## src/rtl/rxl_pkg.sv

```systemverilog
package rxl_pkg;
  localparam int LEN_W = 12;

  function automatic logic [LEN_W-1:0] clamp_len(input logic [LEN_W-1:0] v,
                                                 input logic [LEN_W-1:0] lo,
                                                 input logic [LEN_W-1:0] hi);
    if (v < lo) return lo;
    else if (v > hi) return hi;
    else return v;
  endfunction
endpackage

```

## src/rtl/rxl_limit_reg.sv

```systemverilog
module rxl_limit_reg #(
  parameter int RW      = 32,
  parameter int LW      = 12,
  parameter int MIN_LEN = 1518,
  parameter int MAX_LEN = 2048
) (
  input  logic          clk,
  input  logic          rst,
  input  logic          wr,
  input  logic [RW-1:0] wdata,
  output logic [RW-1:0] rdata,
  output logic [LW-1:0] eff
);
  logic [LW-1:0] field_q;
  wire unused_hi = ^wdata[RW-1:LW];

  always_ff @(posedge clk) begin
    if (rst) field_q <= '0;
    else if (wr) field_q <= wdata[LW-1:0];
  end

  assign rdata = {{(RW-LW){1'b0}}, field_q};
  assign eff   = rxl_pkg::clamp_len(field_q, LW'(MIN_LEN), LW'(MAX_LEN));
endmodule

```

## src/rtl/rxl_frame_counter.sv

```systemverilog
module rxl_frame_counter #(
  parameter int LW = 12
) (
  input  logic          clk,
  input  logic          rst,
  input  logic          in_valid,
  input  logic          in_sof,
  input  logic          in_eof,
  input  logic [LW-1:0] eff,
  output logic          accept,
  output logic          stat_valid,
  output logic [LW-1:0] stat_len,
  output logic          stat_over
);
  logic [LW-1:0] cnt_q, lim_q, cur, lim_use, nxt_sat;
  logic [LW:0]   nxt_w;

  always_comb begin
    cur     = in_sof ? '0 : cnt_q;
    lim_use = in_sof ? eff : lim_q;
    nxt_w   = {1'b0, cur} + 1'b1;
    nxt_sat = nxt_w[LW] ? '1 : nxt_w[LW-1:0];
    accept  = in_valid && (cur < lim_use);
  end

  always_ff @(posedge clk) begin
    if (rst) begin
      cnt_q      <= '0;
      lim_q      <= '0;
      stat_valid <= 1'b0;
      stat_len   <= '0;
      stat_over  <= 1'b0;
    end else begin
      stat_valid <= in_valid && in_eof;
      if (in_valid) begin
        cnt_q     <= nxt_sat;
        stat_len  <= nxt_sat;
        stat_over <= nxt_w > {1'b0, lim_use};
        if (in_sof) lim_q <= eff;
      end
    end
  end
endmodule

```

## src/rtl/rxl_trailer_strip.sv

```systemverilog
module rxl_trailer_strip #(
  parameter int DW    = 8,
  parameter int TRAIL = 4
) (
  input  logic          clk,
  input  logic          rst,
  input  logic          push,
  input  logic          eof,
  input  logic [DW-1:0] din,
  output logic          out_valid,
  output logic [DW-1:0] out_data,
  output logic          out_last
);
  localparam int HW = $clog2(TRAIL + 1);

  logic [DW-1:0] line_q [TRAIL];
  logic [HW-1:0] held_q;
  logic [DW-1:0] pend_q;
  logic          pend_v_q, flush_q;
  logic          full, shift_out;

  assign full      = (held_q == HW'(TRAIL));
  assign shift_out = push && full;

  always_ff @(posedge clk) begin
    if (push) begin
      for (int k = TRAIL - 1; k > 0; k--) line_q[k] <= line_q[k-1];
      line_q[0] <= din;
    end
  end

  always_ff @(posedge clk) begin
    if (rst) begin
      held_q    <= '0;
      pend_q    <= '0;
      pend_v_q  <= 1'b0;
      flush_q   <= 1'b0;
      out_valid <= 1'b0;
      out_data  <= '0;
      out_last  <= 1'b0;
    end else begin
      out_valid <= 1'b0;
      out_last  <= 1'b0;
      if (flush_q) begin
        out_valid <= 1'b1;
        out_data  <= pend_q;
        out_last  <= 1'b1;
        pend_v_q  <= 1'b0;
        flush_q   <= 1'b0;
      end
      if (push && !full) held_q <= held_q + 1'b1;
      if (shift_out) begin
        if (pend_v_q) begin
          out_valid <= 1'b1;
          out_data  <= pend_q;
        end
        pend_q   <= line_q[TRAIL-1];
        pend_v_q <= 1'b1;
      end
      if (eof) begin
        held_q <= '0;
        if (shift_out) flush_q <= 1'b1;
        else if (pend_v_q && !flush_q) begin
          out_valid <= 1'b1;
          out_data  <= pend_q;
          out_last  <= 1'b1;
          pend_v_q  <= 1'b0;
        end
      end
    end
  end
endmodule

```

## src/rtl/rx_len_limiter.sv

```systemverilog
module rx_len_limiter #(
  parameter int RW      = 32,
  parameter int LW      = rxl_pkg::LEN_W,
  parameter int DW      = 8,
  parameter int MIN_LEN = 1518,
  parameter int MAX_LEN = 2048,
  parameter int TRAIL   = 4
) (
  input  logic          clk,
  input  logic          rst,
  input  logic          reg_wr,
  input  logic [RW-1:0] reg_wdata,
  output logic [RW-1:0] reg_rdata,
  input  logic          in_valid,
  input  logic [DW-1:0] in_data,
  input  logic          in_sof,
  input  logic          in_eof,
  output logic          out_valid,
  output logic [DW-1:0] out_data,
  output logic          out_last,
  output logic          stat_valid,
  output logic [LW-1:0] stat_len,
  output logic          stat_over
);
  logic [LW-1:0] eff_lim;
  logic          accept;

  rxl_limit_reg #(.RW(RW), .LW(LW), .MIN_LEN(MIN_LEN), .MAX_LEN(MAX_LEN)) u_reg (
    .clk(clk), .rst(rst), .wr(reg_wr), .wdata(reg_wdata),
    .rdata(reg_rdata), .eff(eff_lim)
  );

  rxl_frame_counter #(.LW(LW)) u_cnt (
    .clk(clk), .rst(rst), .in_valid(in_valid), .in_sof(in_sof), .in_eof(in_eof),
    .eff(eff_lim), .accept(accept), .stat_valid(stat_valid),
    .stat_len(stat_len), .stat_over(stat_over)
  );

  rxl_trailer_strip #(.DW(DW), .TRAIL(TRAIL)) u_strip (
    .clk(clk), .rst(rst), .push(accept), .eof(in_valid && in_eof), .din(in_data),
    .out_valid(out_valid), .out_data(out_data), .out_last(out_last)
  );
endmodule

```

## config.mk

```make
export PLATFORM = sky130hd
export DESIGN_NAME = rx_len_limiter
export DESIGN_NICKNAME = d
export VERILOG_FILES = /design/src/rtl/rxl_pkg.sv /design/src/rtl/rxl_limit_reg.sv /design/src/rtl/rxl_frame_counter.sv /design/src/rtl/rxl_trailer_strip.sv /design/src/rtl/rx_len_limiter.sv
export SDC_FILE = /design/constraint.sdc
export NUM_CORES = 1
export LEC_CHECK = 0
export BUFFER_PORTS_ARGS = -buffer_cell sky130_fd_sc_hd__buf_4
export CORE_ASPECT_RATIO = 0.75
export CORE_UTILIZATION = 59
export DETAILED_ROUTE_END_ITERATION = 8
export GPL_ROUTABILITY_DRIVEN = 0
export HOLD_SLACK_MARGIN = 0.1
export PLACE_DENSITY = 0.85
export SLEW_MARGIN = 20
export SYNTH_ARGS = -nofsm -noshare
export SYNTH_HDL_FRONTEND = slang
export SYNTH_SLANG_ARGS = --single-unit
```

## constraint.sdc

```tcl
create_clock -name clk -period 8 [get_ports clk]
set_clock_uncertainty 0.05 [all_clocks]
set_input_delay 0.4 -clock clk [delete_from_list [all_inputs] [get_ports clk]]
set_output_delay 0.4 -clock clk [all_outputs]
set_load 0.03 [all_outputs]
```

======== Word level (Yosys, flattened, before mapping) ========
Memories as Yosys holds them, arrays and structs flattened. A register that Yosys moved wholly into a read port is not among the register bits.
Index checks and enable logic that the tools add are counted.
cells by class
  mux-type cells .......................... 28
  reduce and logical (&&, ||, !) cells .... 9
  bitwise operators ....................... 1
  add/subtract/negate cells ............... 2
  equality and inequality tests ........... 1
  magnitude comparators ................... 4
operators with widths
  cell                                                           count
  2-to-1 mux 12 bit                                              5
  2-to-1 mux 8 bit                                               6
  2-to-1 mux 1 bit                                               17
  adder 12 x 1 -> 13 bit (second input constant)                 1
  greater-than comparator 13 x 12 -> 1 bit                       1
  greater-than comparator 12 bit (second input constant)         1
  less-than comparator 12 x 11 -> 1 bit (second input constant)  1
  less-than comparator 12 bit                                    1
  logical AND 1 bit                                              5
  OR reduction 2 bit                                             2
  adder 3 x 1 -> 3 bit (second input constant)                   1
  equality test 3 bit (second input constant)                    1
  zero test 1 bit                                                2
  inverter 1 bit                                                 1
storage, ports and cells
  bits in writable memories ............... 32
  register bits ........................... 53
  logic and storage cells ................. 57
  memories ................................ 1
memories
  name            words  bits a word  read ports  clocked after Yosys merged registers in  wr ports  line                     RTL
  u_strip.line_q  4      8            4           1                                        4         rxl_trailer_strip.sv:16  logic [DW-1:0] line_q [TRAIL];

======== Logic depth before layout (Yosys ltp) ========
Gate-level depths: netlist of the first run.
  depth in word-level cells ............... 11
  gate-level depth with buffers ........... 14

======== Cells and area by module ========
A second synthesis of the first run with hierarchy kept.
second synthesis, totals
  cells, all modules ...................... 413
  area, all modules ....................... 4419.2 sq um
modules (own cells, without submodules)
  module             times used  cells an instance  area each (sq um)
  rxl_trailer_strip  1           132                1894.3
  rxl_frame_counter  1           194                1823.0
  rxl_limit_reg      1           86                 695.7
  rx_len_limiter     1           1                  6.3

======== Worst setup path after synthesis of the first run ========
Ideal clock, no wire load.
  path type ............................... flip-flop to flip-flop
  from .................................... reg u_reg.field_q[8]
  to ...................................... mem u_strip.line_q[0][0], enable pin
  required time ........................... 7518 ps
  data arrival time ....................... 4147 ps
  path buffers ............................ 1
  setup slack ............................. 3371 ps
  stages on the path, launching flop included .. 13
  cells stage by stage .................... dfxtp_1 > nand4_1 > o21bai_1 > a21oi_1 > or2_2 > a22oi_1 > ha_1 > nor2b_1 > o211ai_1 > a21o_1 > clkbuf_1 > nand2_1 > a21oi_1
RTL lines
  item                    line                     RTL
  from (decl)             rxl_limit_reg.sv:14      logic [LW-1:0] field_q;
  from (signal assigned)  rxl_limit_reg.sv:19      else if (wr) field_q <= wdata[LW-1:0];
  to (decl)               rxl_trailer_strip.sv:16

==> flow_summary_export.csv, run 1 <==
group,metric,value,unit
run_status,status,"completed",
layout,drive_gt1_share,21.1,%
layout,final_nets,562,
floorplan,initial_utilization,61.9,%
placed_design,place_area,5030,um2
placed_design,port_buffers,61,
grt,grt_max_degree,42,
floorplan,core,7470,um2
route,drc,0,
timing,max_slew_margin,30.6,%
power,power_frac_clock,32.0,%
worst_setup_path,path_cells,"nor4_1 -> nand3_1 -> a21oi_2 -> nor2b_1 -> a22oi_1 -> ha_1 -> a21o_1 -> a211oi_2 -> nand2_1 -> a21oi_2 -> buf_4",
clock_tree,tritoncts,"yes",
route,wl_met1,4290,um
layout,nFillCells,548,
timing,rsz0062_at_grt,"no",
yosys,ys_types,55,
layout,multi_input_comb_area,2220,um2
clock_tree,cts_hold_buf,0,
clock_tree,clock_latency,0.36,ns
timing,setup_tns,0,ns
grt,grt_overflow,0,
worst_setup_path,rr_startpoint,"u_reg.field_q[2]$_SDFFE_PP0P_",
yosys,syn-cell-area,4620,um2
route,drt-initial-drc-count,158,
power,p_int,690,uW
power,seqPwrFrac,54.2,%
floorplan,io_pins,102,
worst_setup_path,path_buf_inv,1,
clock_tree,cts.sinks,93,
layout,design_area,5240,um2
clock_tree,cts_buffer_depth,2,
yosys,synth_flop_cell,"dfxtp_1",
flow_run,maxCapViolations,0,
clock_tree,post_cts_resized,0,
route,ant_nets,0,
floorplan,die_x,104,um
yosys,synth-seq-area-share,47.2,%
power,p_sw,288,uW
yosys,synth-edff-count,32,
hold_path,hold_class,"in2reg",
power,power.leakage,2.24,nW
worst_setup_path,crit_fanout,32,
power,swShare,29.5,%
worst_setup_path,crit_required,7.98,ns
timing,fmax,263,MHz
layout,num_antenna_cells,0,
power,vdd_drop_max,143,uV
clock_tree,numCtsBuffers,9,
route,met3_length,825,um
timing,hold_violations,0,
grt,grt_pass1_wl,15400,um
worst_setup_path,cpMostUsedCell,"a21oi_2",
layout,regArea,2180,um2
worst_setup_path,cp_slowest_cell,"a211oi_2",
power,p_per_area,187,nW/um2
grt,antenna_found_initial,0,
yosys,synthArstFlopShare,0,%
timing,period_share,47.6,%
timing,max_slew.worst_pin.slew,1.03,ns
hold_path,hp-start,"in_data[6]",
grt,grt_usage,23.9,%
yosys,ys_ff_latch,93,
route,top_layer_used,"met4",
route,dr_wl_met2,3970,um
clock_tree,cts_root_buf,"clkbuf_8",
worst_setup_path,startpoint,"u_reg.field_q[2]$_SDFFE_PP0P_",
floorplan,die_height,78.7,um
clock_tree,htree_levels,3,
worst_setup_path,start_kind,"flop",
worst_setup_path,regToRegSetupSlack,4.19,ns
yosys,postSynthCellCount,441,
route,wl_per_cell,15.4,um
grt,grt_pass1_vias,3152,
placed_design,place_hpwl,6640,um
route,dr.pass1.iters,6,
timing,setup_viol,0,
yosys,ys_warn_count,0,
route,wl,9170,um
route,vias,3478,
floorplan,rows,27,
layout,post-route-util,70.2,%
timing,fin_crit,3.81,ns
worst_setup_path,crit_arrival,3.79,ns
worst_setup_path,worstSetupPathType,"reg2reg",
worst_setup_path,max_stage_delay,0.66,ns
layout,syn2layout_area_growth,13.3,%
clock_tree,cts.reportedPaths.clkPinSlew,0.10,ns
worst_setup_path,cpLargestDelayFamily,"compound AO/OA/AOI/OAI gates",
route,vias_per_cell,5.85,
worst_setup_path,worstSetupEndpointType,"flop",
yosys,syn_avg_cell_area,10.5,um2
clock_tree,cts_setup_buffers,0,
timing,drv_slew,0,
floorplan,die-area,8200,um2
power,pwr-share-comb,13.8,%
state kept, by name, indices dropped and copies added, names as in the netlist, 3 cells and up:
signal,cells
u_strip.held_q,3
u_strip.out_data,8
u_reg.field_q,12
u_strip.line_q,32
u_strip.pend_q,8
u_cnt.lim_q,12
u_cnt.stat_len,12
cells by family (layout without fill, tap and decap cells):
kind of cell,Yosys count,in the layout,synth area share [%]
fa+ha+maj,27,27,7.31
other cells,1,20,0.0811
mux,24,24,5.19
compound gates,89,89,14.6
xor+xnor,10,10,1.89
simple gates,141,141,17.2
flops,93,93,47.2
buf+inv,56,90,6.60
cell usage in the layout (no fill, tap or decap), types with 3 or more instances in the layout:
cell type,synthesis,layout
nand3_1,14,14
a22oi_1,8,8
buf_4,21,62
mux2i_1,24,24
o221a_2,6,6
o21ai_0,7,7
or2_2,6,6
a21o_1,5,5
inv_1,12,11
nor2_1,28,28
a31oi_1,4,3
o221ai_1,8,8
ha_1,27,27
a22o_1,7,7
inv_8,0,3
a21oi_1,18,17
dfxtp_1,61,61
nand2_1,34,34
xor2_1,8,8
nor4_1,3,3
and4_1,10,10
conb_1,1,20
o31ai_1,3,3
edfxtp_1,32,32
nand4b_1,4,4
a211oi_1,6,6
clkbuf_8,0,9
nand4_1,12,12
nor2b_1,10,10
and3_1,8,8
final timing paths:
kind	endpoint	cells after the start
worst max-delay path	u_strip.line_q[1][2]$_DFFE_PP_	11
worst min-delay path	u_strip.line_q[0][6]$_DFFE_PP_	1
worst max register to register	u_strip.line_q[1][2]$_DFFE_PP_	11
worst min register to register	u_strip.line_q[3][3]$_DFFE_PP_	0
layout make-up:
class / count / area share [%]
Tap cell: 101 / 2.41
Sequential cell: 93 / 41.7
Multi-Input combinational cell: 311 / 42.4
Inverter: 12 / 0.860
Clock buffer: 9 / 2.37
Timing Repair Buffer: 62 / 8.89
Clock inverter: 7 / 1.46
cells in the mapped netlist (12+ instances only):
cell / instances / area (um2)
dfxtp_1: 61 / 1220
nand2_1: 34 / 128
edfxtp_1: 32 / 961
nor2_1: 28 / 105
ha_1: 27 / 338
mux2i_1: 24 / 240
buf_4: 21 / 158
a21oi_1: 18 / 90.1
nand3_1: 14 / 70.1
clkbuf_1: 12 / 45.0
inv_1: 12 / 45.0
nand4_1: 12 / 75.1
metal layers:
metal / track usage, % / up-vias
met2: 36.9 / 158
met5: 0 / -
li1: - / 1702
met1: 32.7 / 1605
met3: 6.56 / 13
met4: 7.14 / 0
power by group through the flow:
stage | clock (mW) | combinational, mW | sequential [mW]
6_report | 0.313 | 0.135 | 0.530
4_1_cts | 0.320 | 0.134 | 0.530
2_1_floorplan | 0 | 0.0902 | 0.550
5_1_grt | 0.338 | 0.148 | 0.533
3_5_place_dp | 0 | 0.133 | 0.541
3_3_place_gp | 0 | 0.128 | 0.539
per-stage QoR:
stage          worst slack, ns  power [mW]  instances  hold slack [ns]
3_5_place_dp              4.03       0.674        579            0.355
4_1_cts                   4.24       0.984        595            0.142
3_3_place_gp              4.15       0.667        579            0.350
6_report                  4.19       0.978        595            0.155
2_1_floorplan             3.37       0.641        460            0.350
5_1_grt                   3.77        1.02        595            0.132
Note: power is estimated with default switching activity, not from simulation.
==> run 2, diff against run 1 <==
--- a/config.mk
+++ b/config.mk
@@ -7,11 +7,11 @@
 export LEC_CHECK = 0
 export BUFFER_PORTS_ARGS = -buffer_cell sky130_fd_sc_hd__buf_4
 export CORE_ASPECT_RATIO = 0.75
-export CORE_UTILIZATION = 59
+export CORE_UTILIZATION = 49
 export DETAILED_ROUTE_END_ITERATION = 8
 export GPL_ROUTABILITY_DRIVEN = 0
 export HOLD_SLACK_MARGIN = 0.1
-export PLACE_DENSITY = 0.85
+export PLACE_DENSITY = 0.75
 export SLEW_MARGIN = 20
 export SYNTH_ARGS = -nofsm -noshare
 export SYNTH_HDL_FRONTEND = slang
==> constraint.sdc (replaced) <==
create_clock -name clk -period 3.5 [get_ports clk]
set_clock_uncertainty 0.05 [all_clocks]
set_input_delay 0.175 -clock clk [delete_from_list [all_inputs] [get_ports clk]]
set_output_delay 0.175 -clock clk [all_outputs]
set_load 0.03 [all_outputs]
==> flow_summary_export.csv, run 2 (synthesis results as in run 1) <==
group,metric,value,unit
timing,fmax,309,MHz
floorplan,core,9120,um2
clock_tree,tritoncts,"yes",
layout,multi_input_comb_area,2240,um2
route,vias,3637,
layout,drive_gt1_share,23.6,%
floorplan,rows,30,
worst_setup_path,worstSetupPathType,"reg2reg",
worst_setup_path,start_kind,"flop",
grt,grt_pass1_vias,3506,
timing,period_share,92.6,%
worst_setup_path,crit_arrival,3.42,ns
layout,top_register,"u_strip.line_q",
hold_path,hold_class,"in2reg",
worst_setup_path,crit_fanout,8,
grt,grt_pass1_wl,17000,um
clock_tree,htree_levels,3,
route,wl,10500,um
timing,fin_crit,3.24,ns
timing,max_slew_margin,50.0,%
power,seqPwrFrac,48.2,%
layout,final_cell_mix,"72 x buf_4, 54 x dfxtp_1, 33 x nand2_1, 32 x edfxtp_1, 28 x nor2_1",
timing,max_slew.worst_pin.slew,0.750,ns
power,p_sw,698,uW
clock_tree,cts.sinks,93,
layout,layout_commonest_cell,"buf_4",
layout,post-route-util,62.6,%
route,vias_per_cell,5.56,
clock_tree,numCtsBuffers,9,
grt,grtUsageMet2,36.6,%
placed_design,place_worst_setup_slack,0.247,ns
layout,final_cells,654,
grt,grt_usage,22.3,%
route,drt-initial-drc-count,194,
clock_tree,clock_latency,0.34,ns
power,swShare,27.7,%
route,drc,0,
layout,final_nets,594,
timing,setup_slack,0.261,ns
placed_design,dp_cells,617,
power,power,2.52,mW
worst_setup_path,cpLargestDelayFamily,"compound AO/OA/AOI/OAI gates",
route,dr.pass1.iters,5,
route,wl_per_cell,16.0,um
timing,drv_slew,0,
worst_setup_path,crit_required,3.68,ns
worst_setup_path,max_stage_delay,0.53,ns
grt,use_met3,4.81,%
clock_tree,cts_buffer_depth,2,
run_status,status,"completed",
flow_run,maxCapViolations,0,
floorplan,die_x,114,um
placed_design,port_buffers,61,
floorplan,die-area,9830,um2
timing,whs,0.176,ns
power,vdd_drop_max,388,uV
timing,hold_violations,0,
layout,largest_register_ffs,32,
clock_tree,cts_setup_buffers,0,
layout,syn2layout_area_growth,23.4,%
layout,nFillCells,733,
clock_tree,cts_root_buf,"clkbuf_16",
power,p_int,1.82,mW
power,power.leakage,2.44,nW
grt,use_met1,29.4,%
worst_setup_path,path_cells,"a31oi_1 -> o21bai_1 -> a21oi_1 -> or2_2 -> a22oi_1 -> ha_1 -> o21ai_0 -> o21ai_0 -> nand2_2 -> and4_1 -> buf_4 -> mux2i_1",
floorplan,die_height,86.1,um
clock_tree,cts.reportedPaths.clkPinSlew,0.07,ns
timing,setup_viol,0,
route,ant_nets,0,
floorplan,io_pins,102,
layout,num_antenna_cells,0,
floorplan,initial_utilization,50.7,%
power,p_per_area,441,nW/um2
worst_setup_path,cpMostUsedCell,"o21ai_0",
layout,regArea,2190,um2
worst_setup_path,worstSetupEndpointType,"flop",
power,power_frac_clock,38.0,%
worst_setup_path,cp_slowest_cell,"o21ai_0",
grt,antenna_found_initial,0,
grt,grt_overflow,0,
placed_design,place_hpwl,7150,um
grt,grt_max_degree,33,
worst_setup_path,path_buf_inv,1,
grt,grt.busiest_layer,"met2",
power,pwr-share-comb,13.7,%
-- run 2: cell count changes in the layout (fill, tap and decap cells not counted), moves of 2 or more --
cell / before / now
dlygate4sd3_1: 0 / 21
buf_4: 62 / 72
clkbuf_16: 0 / 9
clkbuf_8: 9 / 0
dfxtp_1: 61 / 54
dfxtp_2: 0 / 7
a21oi_2: 2 / 0
a21oi_4: 0 / 2
-- run 2: layout make-up --
class	instances	share of cell area, %
multi-input cells	311	39.3
flip-flops and latches	93	38.4
well taps	128	2.81
repair buffers	94	13.5
inverters	12	0.789
clock inverters	7	1.29
clock buffers	9	3.95
-- run 2: path summary, 6_finish.rpt --
| check | from | end | slack, ns | cells after the start |
|---|---|---|---|---|
| setup / recovery | u_reg.field_q[4]$_SDFFE_PP0P_ | u_strip.pend_q[2]$_SDFFE_PP0P_ | 0.26 | 12 |
| hold / removal | rst | u_reg.field_q[4]$_SDFFE_PP0P_ | 0.18 | 2 |
| hold reg to reg | u_strip.line_q[0][0]$_DFFE_PP_ | u_strip.line_q[1][0]$_DFFE_PP_ | 0.37 | 0 |
| setup reg to reg | u_reg.field_q[4]$_SDFFE_PP0P_ | u_strip.pend_q[2]$_SDFFE_PP0P_ | 0.26 | 12 |
-- run 2: routing by layer --
metal  up-vias  routed length, um
li1       1772                  -
met1      1711               4730
met5         -                  0
met4         0                161
met2       140               4930
met3        14                657
-- run 2: worst register-to-register path, cell delays in order (launching register included) --
cell      delay (ns)
dfxtp_1         0.43
a31oi_1         0.07
o21bai_1        0.12
a21oi_1         0.16
or2_2           0.33
a22oi_1         0.37
ha_1            0.25
o21ai_0         0.08
o21ai_0         0.53
nand2_2         0.22
and4_1          0.22
buf_4           0.19
mux2i_1         0.13
-- run 2: power by group through the flow --
stage	combinational (mW)	clock (mW)	sequential (mW)
global placement	0.308	0	1.23
detailed placement	0.319	0	1.24
floorplan	0.208	0	1.26
finish	0.346	0.958	1.21
global route	0.377	1.01	1.22
CTS	0.339	0.973	1.21
-- run 2: metrics by stage --
step / TNS, ns / instance area (um2)
CTS: 0 / 5690
global route: -0.0910 / 5710
finish: 0 / 5710
global placement: 0 / 5180
floorplan: 0 / 4720
detailed placement: 0 / 5180
-- run 2: timing repair --
item                       4_1_cts  5_1_grt
hold endpoints to repair        21        0
hold buffers                    21        0
gates resized for setup          0        5
setup endpoints to repair        0       48
